`src/rtl/spib_pkg.sv`:
```
package spib_pkg;
  localparam int FLAG_W = 8;
  localparam int F_RXC = 7;
  localparam int F_TXC = 6;
  localparam int F_DRE = 5;
  localparam int F_SSI = 4;
  localparam int F_OVF = 0;
  localparam logic [FLAG_W-1:0] FLAG_IMPL = 8'hF1;
  localparam logic [FLAG_W-1:0] FLAG_W1C  = 8'hD1;
  localparam logic [FLAG_W-1:0] FLAG_RST  = 8'h20;

  typedef enum logic [1:0] {
    REG_DATA = 2'd0,
    REG_FLAG = 2'd1,
    REG_IEN  = 2'd2,
    REG_MODE = 2'd3
  } reg_sel_e;
endpackage

```
`src/rtl/spib_shift_engine.sv`:
```
module spib_shift_engine #(
  parameter int DW       = 8,
  parameter int HALF_DIV = 2
) (
  input  logic          clk,
  input  logic          rst,
  input  logic          start,
  input  logic [DW-1:0] load_byte,
  input  logic          abort,
  input  logic          miso_i,
  output logic          sck_o,
  output logic          mosi_o,
  output logic          busy,
  output logic          done,
  output logic [DW-1:0] rx_byte
);
  localparam int CW = (HALF_DIV > 1) ? $clog2(HALF_DIV) : 1;
  localparam int BW = (DW > 1) ? $clog2(DW) : 1;

  logic [CW-1:0] div_q;
  logic [BW-1:0] bit_q;
  logic [DW-1:0] tx_sh, rx_sh;
  logic          sck_q, busy_q, done_q;

  always_ff @(posedge clk) begin
    if (rst) begin
      div_q  <= '0;
      bit_q  <= '0;
      tx_sh  <= '0;
      rx_sh  <= '0;
      sck_q  <= 1'b0;
      busy_q <= 1'b0;
      done_q <= 1'b0;
    end else begin
      done_q <= 1'b0;
      if (abort) begin
        busy_q <= 1'b0;
        sck_q  <= 1'b0;
      end else if (start) begin
        busy_q <= 1'b1;
        tx_sh  <= load_byte;
        div_q  <= '0;
        bit_q  <= '0;
        sck_q  <= 1'b0;
      end else if (busy_q) begin
        if (div_q == CW'(HALF_DIV - 1)) begin
          div_q <= '0;
          sck_q <= ~sck_q;
          if (!sck_q) begin
            rx_sh <= {rx_sh[DW-2:0], miso_i};
          end else begin
            tx_sh <= tx_sh << 1;
            if (bit_q == BW'(DW - 1)) begin
              busy_q <= 1'b0;
              done_q <= 1'b1;
            end else begin
              bit_q <= bit_q + 1'b1;
            end
          end
        end else begin
          div_q <= div_q + 1'b1;
        end
      end
    end
  end

  assign sck_o   = sck_q;
  assign mosi_o  = tx_sh[DW-1];
  assign busy    = busy_q;
  assign done    = done_q;
  assign rx_byte = rx_sh;
endmodule

```
`src/rtl/spib_rx_fifo.sv`:
```
module spib_rx_fifo #(
  parameter int W     = 8,
  parameter int DEPTH = 2
) (
  input  logic                       clk,
  input  logic                       rst,
  input  logic                       push,
  input  logic [W-1:0]               wdata,
  input  logic                       pop,
  output logic [W-1:0]               head,
  output logic [$clog2(DEPTH+1)-1:0] count,
  output logic                       accept,
  output logic                       drop
);
  localparam int AW = (DEPTH > 1) ? $clog2(DEPTH) : 1;
  localparam int CW = $clog2(DEPTH + 1);

  logic [W-1:0]  mem [DEPTH];
  logic [AW-1:0] wptr, rptr;
  logic [CW-1:0] cnt;
  logic          full, empty, do_pop;

  assign full   = (cnt == CW'(DEPTH));
  assign empty  = (cnt == '0);
  assign do_pop = pop && !empty;
  assign accept = push && (!full || do_pop);
  assign drop   = push && full && !do_pop;

  always_ff @(posedge clk) begin
    if (accept) mem[wptr] <= wdata;
  end

  always_ff @(posedge clk) begin
    if (rst) begin
      wptr <= '0;
      rptr <= '0;
      cnt  <= '0;
    end else begin
      if (accept) wptr <= (wptr == AW'(DEPTH - 1)) ? '0 : wptr + 1'b1;
      if (do_pop) rptr <= (rptr == AW'(DEPTH - 1)) ? '0 : rptr + 1'b1;
      case ({accept, do_pop})
        2'b10:   cnt <= cnt + 1'b1;
        2'b01:   cnt <= cnt - 1'b1;
        default: cnt <= cnt;
      endcase
    end
  end

  assign head  = mem[rptr];
  assign count = cnt;
endmodule

```
`src/rtl/spib_flag_regs.sv`:
```
module spib_flag_regs #(
  parameter int             FW      = 8,
  parameter logic [FW-1:0]  RST_VAL = '0,
  parameter logic [FW-1:0]  IMPL    = '1,
  parameter logic [FW-1:0]  W1C     = '1
) (
  input  logic          clk,
  input  logic          rst,
  input  logic [FW-1:0] hw_set,
  input  logic [FW-1:0] hw_clr,
  input  logic          w1c_en,
  input  logic [FW-1:0] w1c_bits,
  output logic [FW-1:0] flags_q
);
  for (genvar i = 0; i < FW; i++) begin : g_bit
    if (IMPL[i]) begin : g_reg
      logic bit_q;
      always_ff @(posedge clk) begin
        if (rst)                                          bit_q <= RST_VAL[i];
        else if (hw_set[i])                               bit_q <= 1'b1;
        else if (hw_clr[i] || (w1c_en && W1C[i] && w1c_bits[i])) bit_q <= 1'b0;
      end
      assign flags_q[i] = bit_q;
    end else begin : g_tie
      logic unused_in;
      assign unused_in  = hw_set[i] ^ hw_clr[i] ^ w1c_bits[i];
      assign flags_q[i] = 1'b0;
    end
  end
endmodule

```
`src/rtl/spib_core.sv`:
```
module spib_core
  import spib_pkg::*;
#(
  parameter int DW          = 8,
  parameter int RX_DEPTH    = 2,
  parameter int HALF_DIV    = 2,
  parameter int SYNC_STAGES = 2
) (
  input  logic          clk,
  input  logic          rst,
  input  logic          bus_wr,
  input  logic          bus_rd,
  input  logic [1:0]    bus_addr,
  input  logic [DW-1:0] bus_wdata,
  output logic [DW-1:0] bus_rdata,
  output logic          sck_o,
  output logic          mosi_o,
  input  logic          miso_i,
  input  logic          ss_n_i,
  input  logic          ss_ignore_i,
  output logic          host_mode_o,
  output logic          irq_o
);
  localparam int CNTW = $clog2(RX_DEPTH + 1);

  // bus decode
  logic data_wr, data_rd, flag_wr, ien_wr, mode_wr;
  assign data_wr = bus_wr && (bus_addr == REG_DATA);
  assign data_rd = bus_rd && (bus_addr == REG_DATA);
  assign flag_wr = bus_wr && (bus_addr == REG_FLAG);
  assign ien_wr  = bus_wr && (bus_addr == REG_IEN);
  assign mode_wr = bus_wr && (bus_addr == REG_MODE);

  // select pin synchronizer and mode
  logic [SYNC_STAGES-1:0] ss_sync;
  logic host_q, fallback;
  always_ff @(posedge clk) begin
    if (rst) ss_sync <= '1;
    else     ss_sync <= {ss_sync[SYNC_STAGES-2:0], ss_n_i};
  end
  assign fallback = host_q && !ss_sync[SYNC_STAGES-1] && !ss_ignore_i;

  always_ff @(posedge clk) begin
    if (rst)                          host_q <= 1'b1;
    else if (fallback)                host_q <= 1'b0;
    else if (mode_wr && bus_wdata[0]) host_q <= 1'b1;
  end

  // transmit staging slot
  logic          tx_full_q, busy, done, start;
  logic [DW-1:0] tx_buf_q, rx_byte;
  assign start = host_q && !fallback && !busy && tx_full_q;

  always_ff @(posedge clk) begin
    if (data_wr) tx_buf_q <= bus_wdata;
  end
  always_ff @(posedge clk) begin
    if (rst)          tx_full_q <= 1'b0;
    else if (data_wr) tx_full_q <= 1'b1;
    else if (start)   tx_full_q <= 1'b0;
  end

  spib_shift_engine #(.DW(DW), .HALF_DIV(HALF_DIV)) eng_i (
    .clk(clk), .rst(rst), .start(start), .load_byte(tx_buf_q), .abort(fallback),
    .miso_i(miso_i), .sck_o(sck_o), .mosi_o(mosi_o), .busy(busy), .done(done),
    .rx_byte(rx_byte)
  );

  // receive queue
  logic [DW-1:0]   rx_head;
  logic [CNTW-1:0] rx_cnt;
  logic            rx_accept, rx_drop;
  spib_rx_fifo #(.W(DW), .DEPTH(RX_DEPTH)) fifo_i (
    .clk(clk), .rst(rst), .push(done), .wdata(rx_byte), .pop(data_rd),
    .head(rx_head), .count(rx_cnt), .accept(rx_accept), .drop(rx_drop)
  );

  // overflow deferred to the next transfer start
  logic ovf_pend_q, ovf_set, txc_set;
  assign ovf_set = start && (ovf_pend_q || rx_drop);
  assign txc_set = done && !tx_full_q;
  always_ff @(posedge clk) begin
    if (rst)          ovf_pend_q <= 1'b0;
    else if (start)   ovf_pend_q <= 1'b0;
    else if (rx_drop) ovf_pend_q <= 1'b1;
  end

  // flag register
  logic [FLAG_W-1:0] hw_set, hw_clr, flags_q;
  always_comb begin
    hw_set = '0;
    hw_clr = '0;
    hw_set[F_RXC] = rx_accept;
    hw_clr[F_RXC] = data_rd && (rx_cnt == CNTW'(1)) && !rx_accept;
    hw_set[F_TXC] = txc_set;
    hw_set[F_DRE] = start && !data_wr;
    hw_clr[F_DRE] = data_wr;
    hw_set[F_SSI] = fallback;
    hw_set[F_OVF] = ovf_set;
    hw_clr[F_OVF] = data_rd;
  end

  spib_flag_regs #(.FW(FLAG_W), .RST_VAL(FLAG_RST), .IMPL(FLAG_IMPL), .W1C(FLAG_W1C)) flg_i (
    .clk(clk), .rst(rst), .hw_set(hw_set), .hw_clr(hw_clr), .w1c_en(flag_wr),
    .w1c_bits(bus_wdata[FLAG_W-1:0]), .flags_q(flags_q)
  );

  // enables, interrupt, read data
  logic [FLAG_W-1:0] ien_q;
  always_ff @(posedge clk) begin
    if (rst) begin
      ien_q     <= '0;
      irq_o     <= 1'b0;
      bus_rdata <= '0;
    end else begin
      if (ien_wr) ien_q <= bus_wdata[FLAG_W-1:0];
      irq_o <= |(flags_q & ien_q);
      if (bus_rd) begin
        case (reg_sel_e'(bus_addr))
          REG_DATA: bus_rdata <= (rx_cnt != '0) ? rx_head : '0;
          REG_FLAG: bus_rdata <= DW'(flags_q);
          REG_IEN:  bus_rdata <= DW'(ien_q);
          default:  bus_rdata <= DW'(host_q);
        endcase
      end
    end
  end

  assign host_mode_o = host_q;
endmodule

```
`config.mk`:
```
export PLATFORM = sky130hd
export DESIGN_NAME = spib_core
export DESIGN_NICKNAME = d
export VERILOG_FILES = /design/src/rtl/spib_pkg.sv /design/src/rtl/spib_shift_engine.sv /design/src/rtl/spib_rx_fifo.sv /design/src/rtl/spib_flag_regs.sv /design/src/rtl/spib_core.sv
export SDC_FILE = /design/constraint.sdc
export NUM_CORES = 1
export LEC_CHECK = 0
export BUFFER_PORTS_ARGS = -buffer_cell sky130_fd_sc_hd__buf_2
export CORE_MARGIN = 4
export CORE_UTILIZATION = 50
export DETAILED_ROUTE_END_ITERATION = 8
export HOLD_SLACK_MARGIN = 0.02
export PLACE_DENSITY = 0.76
export SETUP_SLACK_MARGIN = 0.5
export SLEW_MARGIN = 20
export SYNTH_ARGS = -nofsm -noshare
export SYNTH_HDL_FRONTEND = slang
export SYNTH_SLANG_ARGS = --single-unit
```
`constraint.sdc`:
```
create_clock -name clk -period 4.4 [get_ports clk]
set_input_delay 0.22 -clock clk [delete_from_list [all_inputs] [get_ports clk]]
set_output_delay 0.22 -clock clk [all_outputs]
set_load 0.02 [all_outputs]
```
After elaboration in Yosys (flattened, before gate mapping)
Memory sizes are Yosys's and may differ from the RTL's. A register that Yosys moved wholly into a read port is not among the register bits.
Cells that the tools add are included.
{ "totals": {"output_inout_bits": 12, "register_bits": 62, "word_cells": 146, "ram_bits": 16, "n_memories": 1, "inputBits": 17} }
{ "classes": {"eq_ne": 9, "muxes": 39, "addsub": 6, "n_reduce_logical": 62, "n_bitwise": 6} }
{ "mem_list": {"columns": ["name", "words", "word_bits", "rd", "rd_clocked_by_memory_dff", "write_ports", "line", "rtl"], "rows": [
  ["fifo_i.mem", 2, 8, 1, 1, 1, "spib_rx_fifo.sv:18", "logic [W-1:0] mem [DEPTH];"]
]} }
{ "ops": {"columns": ["op", "count"], "rows": [
  ["$mux 8", 5],
  ["$mux 1", 27],
  ["$logic_and 1x1->1", 24],
  ["$pmux 8 s3", 1],
  ["$reduce_bool 2->1", 11],
  ["$mux 3", 5],
  ["$logic_not 1->1", 10],
  ["$reduce_and 5->1", 2],
  ["$and 8x8->8", 1],
  ["$eq 2x2->1 const B", 4],
  ["$reduce_or 8->1", 1],
  ["$eq 2x1->1 const B", 3],
  ["$reduce_or 2->1", 3],
  ["$reduce_or 6->1", 1],
  ["$not 1->1", 5],
  ["$logic_not 2->1", 2],
  ["$logic_or 1x1->1", 4],
  ["$pmux 2 s2", 1],
  ["$reduce_and 2->1", 2],
  ["$reduce_and 4->1", 1],
  ["$add 1x1->1 const B", 3],
  ["$add 3x1->3 const B", 1],
  ["$eq 3x3->1 const B", 1],
  ["$reduce_or 3->1", 1],
  ["3 further kinds", 3]
]} }

Longest topological paths before layout
{ "logic_depth": {"word_depth": 10, "ltp_mapped": 8, "mapped_depth_nobuf": 8} }

Hierarchy
Synthesis repeated with hierarchy kept, for this count alone.
{ "unflattened": {"hier_cells": 324, "area_unflattened_um2": 3450.8} }
{ "by_module_without_submodules": {"columns": ["module", "instances", "cells_each", "seq_area_each_um2", "area_per_inst_um2"], "rows": [
  ["spib_core", 1, 133, 680.7, 1336.3],
  ["spib_shift_engine", 1, 103, 460.4, 1034.7],
  ["spib_rx_fifo", 1, 55, 580.6, 833.3],
  ["spib_flag_regs", 1, 33, 100.1, 246.5]
]} }

Worst setup path after synthesis
OpenSTA, ideal clock, no wires.
{ "synth_timing": {"path_type": "reg2reg", "start": "register fifo_i.cnt[0], in the netlist fifo_i.count[0]", "end": "memory fifo_i.mem[1][0] (enable)", "synth_period_minus_slack_ns": 1.885, "path_stages_with_launch": 6, "arrival_time_ns": 1.514, "n_path_buf": 0, "setup_slack_ns": 2.515, "t_required_ns": 4.030, "path_cell_list": "dfxtp_1 > inv_1 > ha_1 > nor4b_4 > o21ai_2 > nor2_1"} }
{ "synth_between": {"elab_chain_len": 7} }
{ "synth_lines": {"columns": ["item", "line", "rtl"], "rows": [
  ["start: declaration", "spib_rx_fifo.sv:20", "logic [CW-1:0] cnt;"],
  ["start signal: assignment", "spib_rx_fifo.sv:42", "2'b10: cnt <= cnt + 1'b1;"],
  ["start signal: assignment", "spib_rx_fifo.sv:43", "2'b01: cnt <= cnt - 1'b1;"],
  ["start signal: assignment", "spib_rx_fifo.sv:44", "default: cnt <= cnt;"],
  ["$logic_not 2->1", "spib_rx_fifo.sv:24", "assign empty = (cnt == '0);"],
  ["$logic_not 1->1", "spib_rx_fifo.sv:25", "assign do_pop = pop && !empty;"],
  ["$logic_and 1x1->1", "spib_rx_fifo.sv:25", null],
  ["via fifo_i.do_pop", "spib_rx_fifo.sv:21", "logic full, empty, do_pop;"],
  ["$logic_or 1x1->1", "spib_rx_fifo.sv:26", "assign accept = push && (!full || do_pop);"],
  ["$logic_and 1x1->1", "spib_rx_fifo.sv:26", null],
  ["$mux 1", "spib_rx_fifo.sv:30", "if (accept) mem[wptr] <= wdata;"],
  ["$mux 1 (not written as such)", "spib_rx_fifo.sv:30", null],
  ["end: declaration", "spib_rx_fifo.sv:18", null]
]} }
The timed path passes the listed nets, and every way through them passes these cells.

Worst setup path in the final report
{ "layout_timing": {"start": "register fifo_i.cnt[0], in the netlist fifo_i.count[0]", "end": "memory fifo_i.mem[1][6] (enable)"} }
Same word-level chain as after synthesis.

==> summary.md <==
| Metric | Value |
|---|---|
| Max_cap viols | `0` |
| Overall Global Routing Usage | `about a fifth` |
| Antenna violations before repair | `0` |
| Post-route clock skew | `roughly 0.006 ns` |
| Cell family with most CP delay | `simple AND/OR/NAND/NOR gates` |
| Setup repair bufs after CTS | `0` |
| Predominant post-synthesis flop cell | `dfxtp_1` |
| Crit-path slowest cell | `nor2_1` |
| Status | `finished, final reports clean` |
| Critical Path End Type | `flop` |
| Min Clock Period, post-route | `between 2 and 2.5 ns` |
| Routed WL per cell | `~17 µm` |
| Synth area leader | `dfxtp_1` |
| Fin nets | `352` |
| Synth area leaders | `dfxtp_1 34%, edfxtp_1 22%, o21ai_0 3.8%` |
| Global-route wire length before repair | `~11,000 µm` |
| Die area | `7913 µm²` |
| Setup CP Type | `reg -> reg` |
| Pin count of the biggest net entering global routing | `38` |
| Final setup fails | `0` |
| # IOs | `29` |
| Gate power share | `4.7%` |
| Final Hold Viols | `0` |
| Worst-Margin Slew | `0.8091 ns` |
| Ys async rst share | `0%` |
| Core Box Area | `around 6300 µm²` |
| TritonCTS clock tree | `done` |
| Die H | `about 89 µm` |
| Seq/Total Area, Yosys | `a little under three fifths` |
| DPL Wire Length | `roughly 4800 µm` |
| WP data required | `between 4 and 5 ns` |
| WP buf/inv | `1` |
| Design Area, Final | `between 3000 and 4000 µm²` |
| RSZ-0062 raised after global routing | `no` |
| Global route total overflow | `0` |
| Final period util | `just under 50%` |
| #FFs+latches synth | `between 70 and 80` |
| Ys Warns | `0` |
| Clk pwr share | `41.3%` |
| Reg power frac | `54.0%` |
| Initial Util | `around half` |
| Worst vdd ir | `~0.00022 V` |
| Switching power | `~310 µW` |
| Yosys top cell area share | `~34%` |
| Crit path DAT | `2.16 ns` |
| Clock transition at path regs | `about 0.07 ns` |
| Num rows | `29` |
| Syn Nets | `~330` |
| Max Clock Freq | `roughly 0.46 GHz` |
| Startpoint Class | `flop` |
| Clock sink count | `79` |
| Count leader, synth | `dfxtp_1` |
| Internal power | `between 1 and 1.5 mW` |
| Detailed-route DRC error count | `0` |
| Switching fraction of total power | `between 20% and 30%` |
| Worst min path class | `in -> reg` |
| Initial DRC count | `approximately 160` |
| H-tree depth | `3` |
| Crit-path max FO | `8` |
| Area grow syn2layout | `11.84%` |
| Setup TNS | `0 ns` |
| N_diodes | `0` |
| Max-slew headroom | `between 40% and 50%` |
| Post-Route WL | `just under 7000 µm` |
| Post-synth EDFFs | `24` |
| Gates resized, CTS repair | `0` |
| Commonest cells in the netlist | `55 x dfxtp_1, 25 x o21ai_0, 24 x a21oi_1, 24 x edfxtp_1` |
| IO buf count | `28` |
| CTS Buf Count | `9` |
| Share of cells above drive strength 1 | `between 15 and 20%` |
| Via count | `about 2,400` |
| DP Area | `~3400 µm²` |
| CTS Buffer Depth | `2` |
| Clk_lat worst skew | `~0.34 ns` |
| Fin. max-slew vios | `0` |
| Mapped Area | `between 3000 and 4000 µm²` |
| GPL Wtd Cong | `0.8118` |
| PwrDens | `approximately 390 nW/µm²` |
| CP max stage delay | `between 0.5 and 0.6 ns` |
| LEAKAGE | `roughly 1.3 nW` |
| Syn Inst Count | `between 300 and 400` |
| Final ANT Viol Nets | `0` |
| Syn_area_per_cell | `10.64 µm²` |
| Yosys cell types | `51` |
| Crit-path cells | `inv_1 > ha_1 > nor4b_4 > o21ai_2 > nor2_1` |
| TritonRoute pass-1 iters | `6` |
| Routed vias/inst | `slightly below 6` |
| Vias in the first global route | `~2,200` |
| Die Span X | `~89 µm` |
| Cts hold-fix bufs | `0` |
| Root Driver | `clkbuf_8` |
final timing paths:
| kind | endpoint | startpoint | depth (start not counted) | slack, ns |
|---|---|---|---|---|
| worst max-delay path | fifo_i.mem[1][6] | fifo_i.count[0] | 5 | 2.22 |
| worst min-delay path | ss_sync[0] | ss_n_i | 2 | 0.07 |
| worst max register to register | fifo_i.mem[1][6] | fifo_i.count[0] | 5 | 2.22 |
| worst min register to register | ss_sync[1] | ss_sync[0] | 1 | 0.41 |
logic make-up after synthesis:
kind of cell               share of synthesized area, %
buffers and inverters                             3.895
adders and majority gates                         2.291
and+or+nand+nor                                   14.51
muxes                                             4.429
DFF                                               55.59
AOI/OAI and AO/OA                                 18.48
xor gates and xnor gates                         0.8020
area by class of cell:
| type | instances | area (µm²) |
|---|---|---|
| Clock inverter | 5 | 81.33 |
| Fill cell | 544 | 2685 |
| Tap cell | 77 | 96.34 |
| Clock buffer | 11 | 141.4 |
| Multi-Input combinational cell | 198 | 1328 |
| Timing Repair Buffer | 30 | 155.1 |
| Inverter | 11 | 41.29 |
| Sequential cell | 79 | 1822 |
layout by cell type, fill, tap and decap left out, types with 2 or more instances in the layout:
cell / synthesis / routed
nand2_1: 18 / 18
nand2b_1: 2 / 2
xor2_1: 2 / 2
a31oi_1: 10 / 10
dfxtp_1: 55 / 55
buf_2: 6 / 28
nor2b_1: 5 / 5
bufinv_16: 0 / 2
o21ai_0: 25 / 25
mux2i_1: 4 / 4
o21a_1: 2 / 2
nand3_1: 18 / 18
a21oi_1: 24 / 24
or2_2: 3 / 3
o31ai_1: 3 / 3
or3b_1: 5 / 5
a211oi_1: 2 / 2
o32ai_1: 4 / 4
nor2_1: 15 / 15
edfxtp_1: 24 / 24
buf_4: 1 / 2
a222oi_1: 5 / 5
mux2_2: 8 / 8
inv_1: 11 / 11
or3b_2: 3 / 3
clkbuf_8: 0 / 10
o41ai_1: 7 / 7
a22oi_1: 2 / 2
ha_1: 6 / 6
nand3b_1: 4 / 4
through the flow:
stage	hold slack, ns	setup slack, ns	power (mW)	cells	util, %
2_1_floorplan	0.3189	2.515	0.8275	308	-
3_3_place_gp	0.3978	2.356	0.8490	395	54.21
3_5_place_dp	0.3964	2.195	0.8505	395	54.21
4_1_cts	0.05030	2.199	1.435	411	57.71
5_1_grt	0.06641	2.091	1.470	411	57.71
6_report	0.06641	2.224	1.423	411	57.71
state kept, by name, indices dropped and copies added (netlist names), 2 cells and up, named ones only:
register	cells
eng_i.tx_sh	8
ien_q	8
fifo_i.mem	16
ss_sync	2
fifo_i.count	2
eng_i.rx_byte	8
tx_buf_q	8
eng_i.bit_q	3
bus_rdata	8
flg_i.g_bit.g_reg.bit_q	5
per-layer routing:
layer  GRT usage, %  part of all wire, %  up-vias
li1               -                    -     1194
met1          25.01                   45     1177
met2          30.03                   47       62
met3          3.318                  4.6       15
met4          8.525                  2.7        0
met5              0                    0        -
power by group through the flow:
stage | registers [mW] | logic [mW] | clock network (mW)
5_1_grt | 0.769 | 0.0743 | 0.627
3_5_place_dp | 0.784 | 0.0661 | 0
4_1_cts | 0.768 | 0.0667 | 0.601
6_report | 0.768 | 0.0671 | 0.588
3_3_place_gp | 0.784 | 0.0647 | 0
2_1_floorplan | 0.784 | 0.0430 | 0
Power figures use the tool's default switching activity.
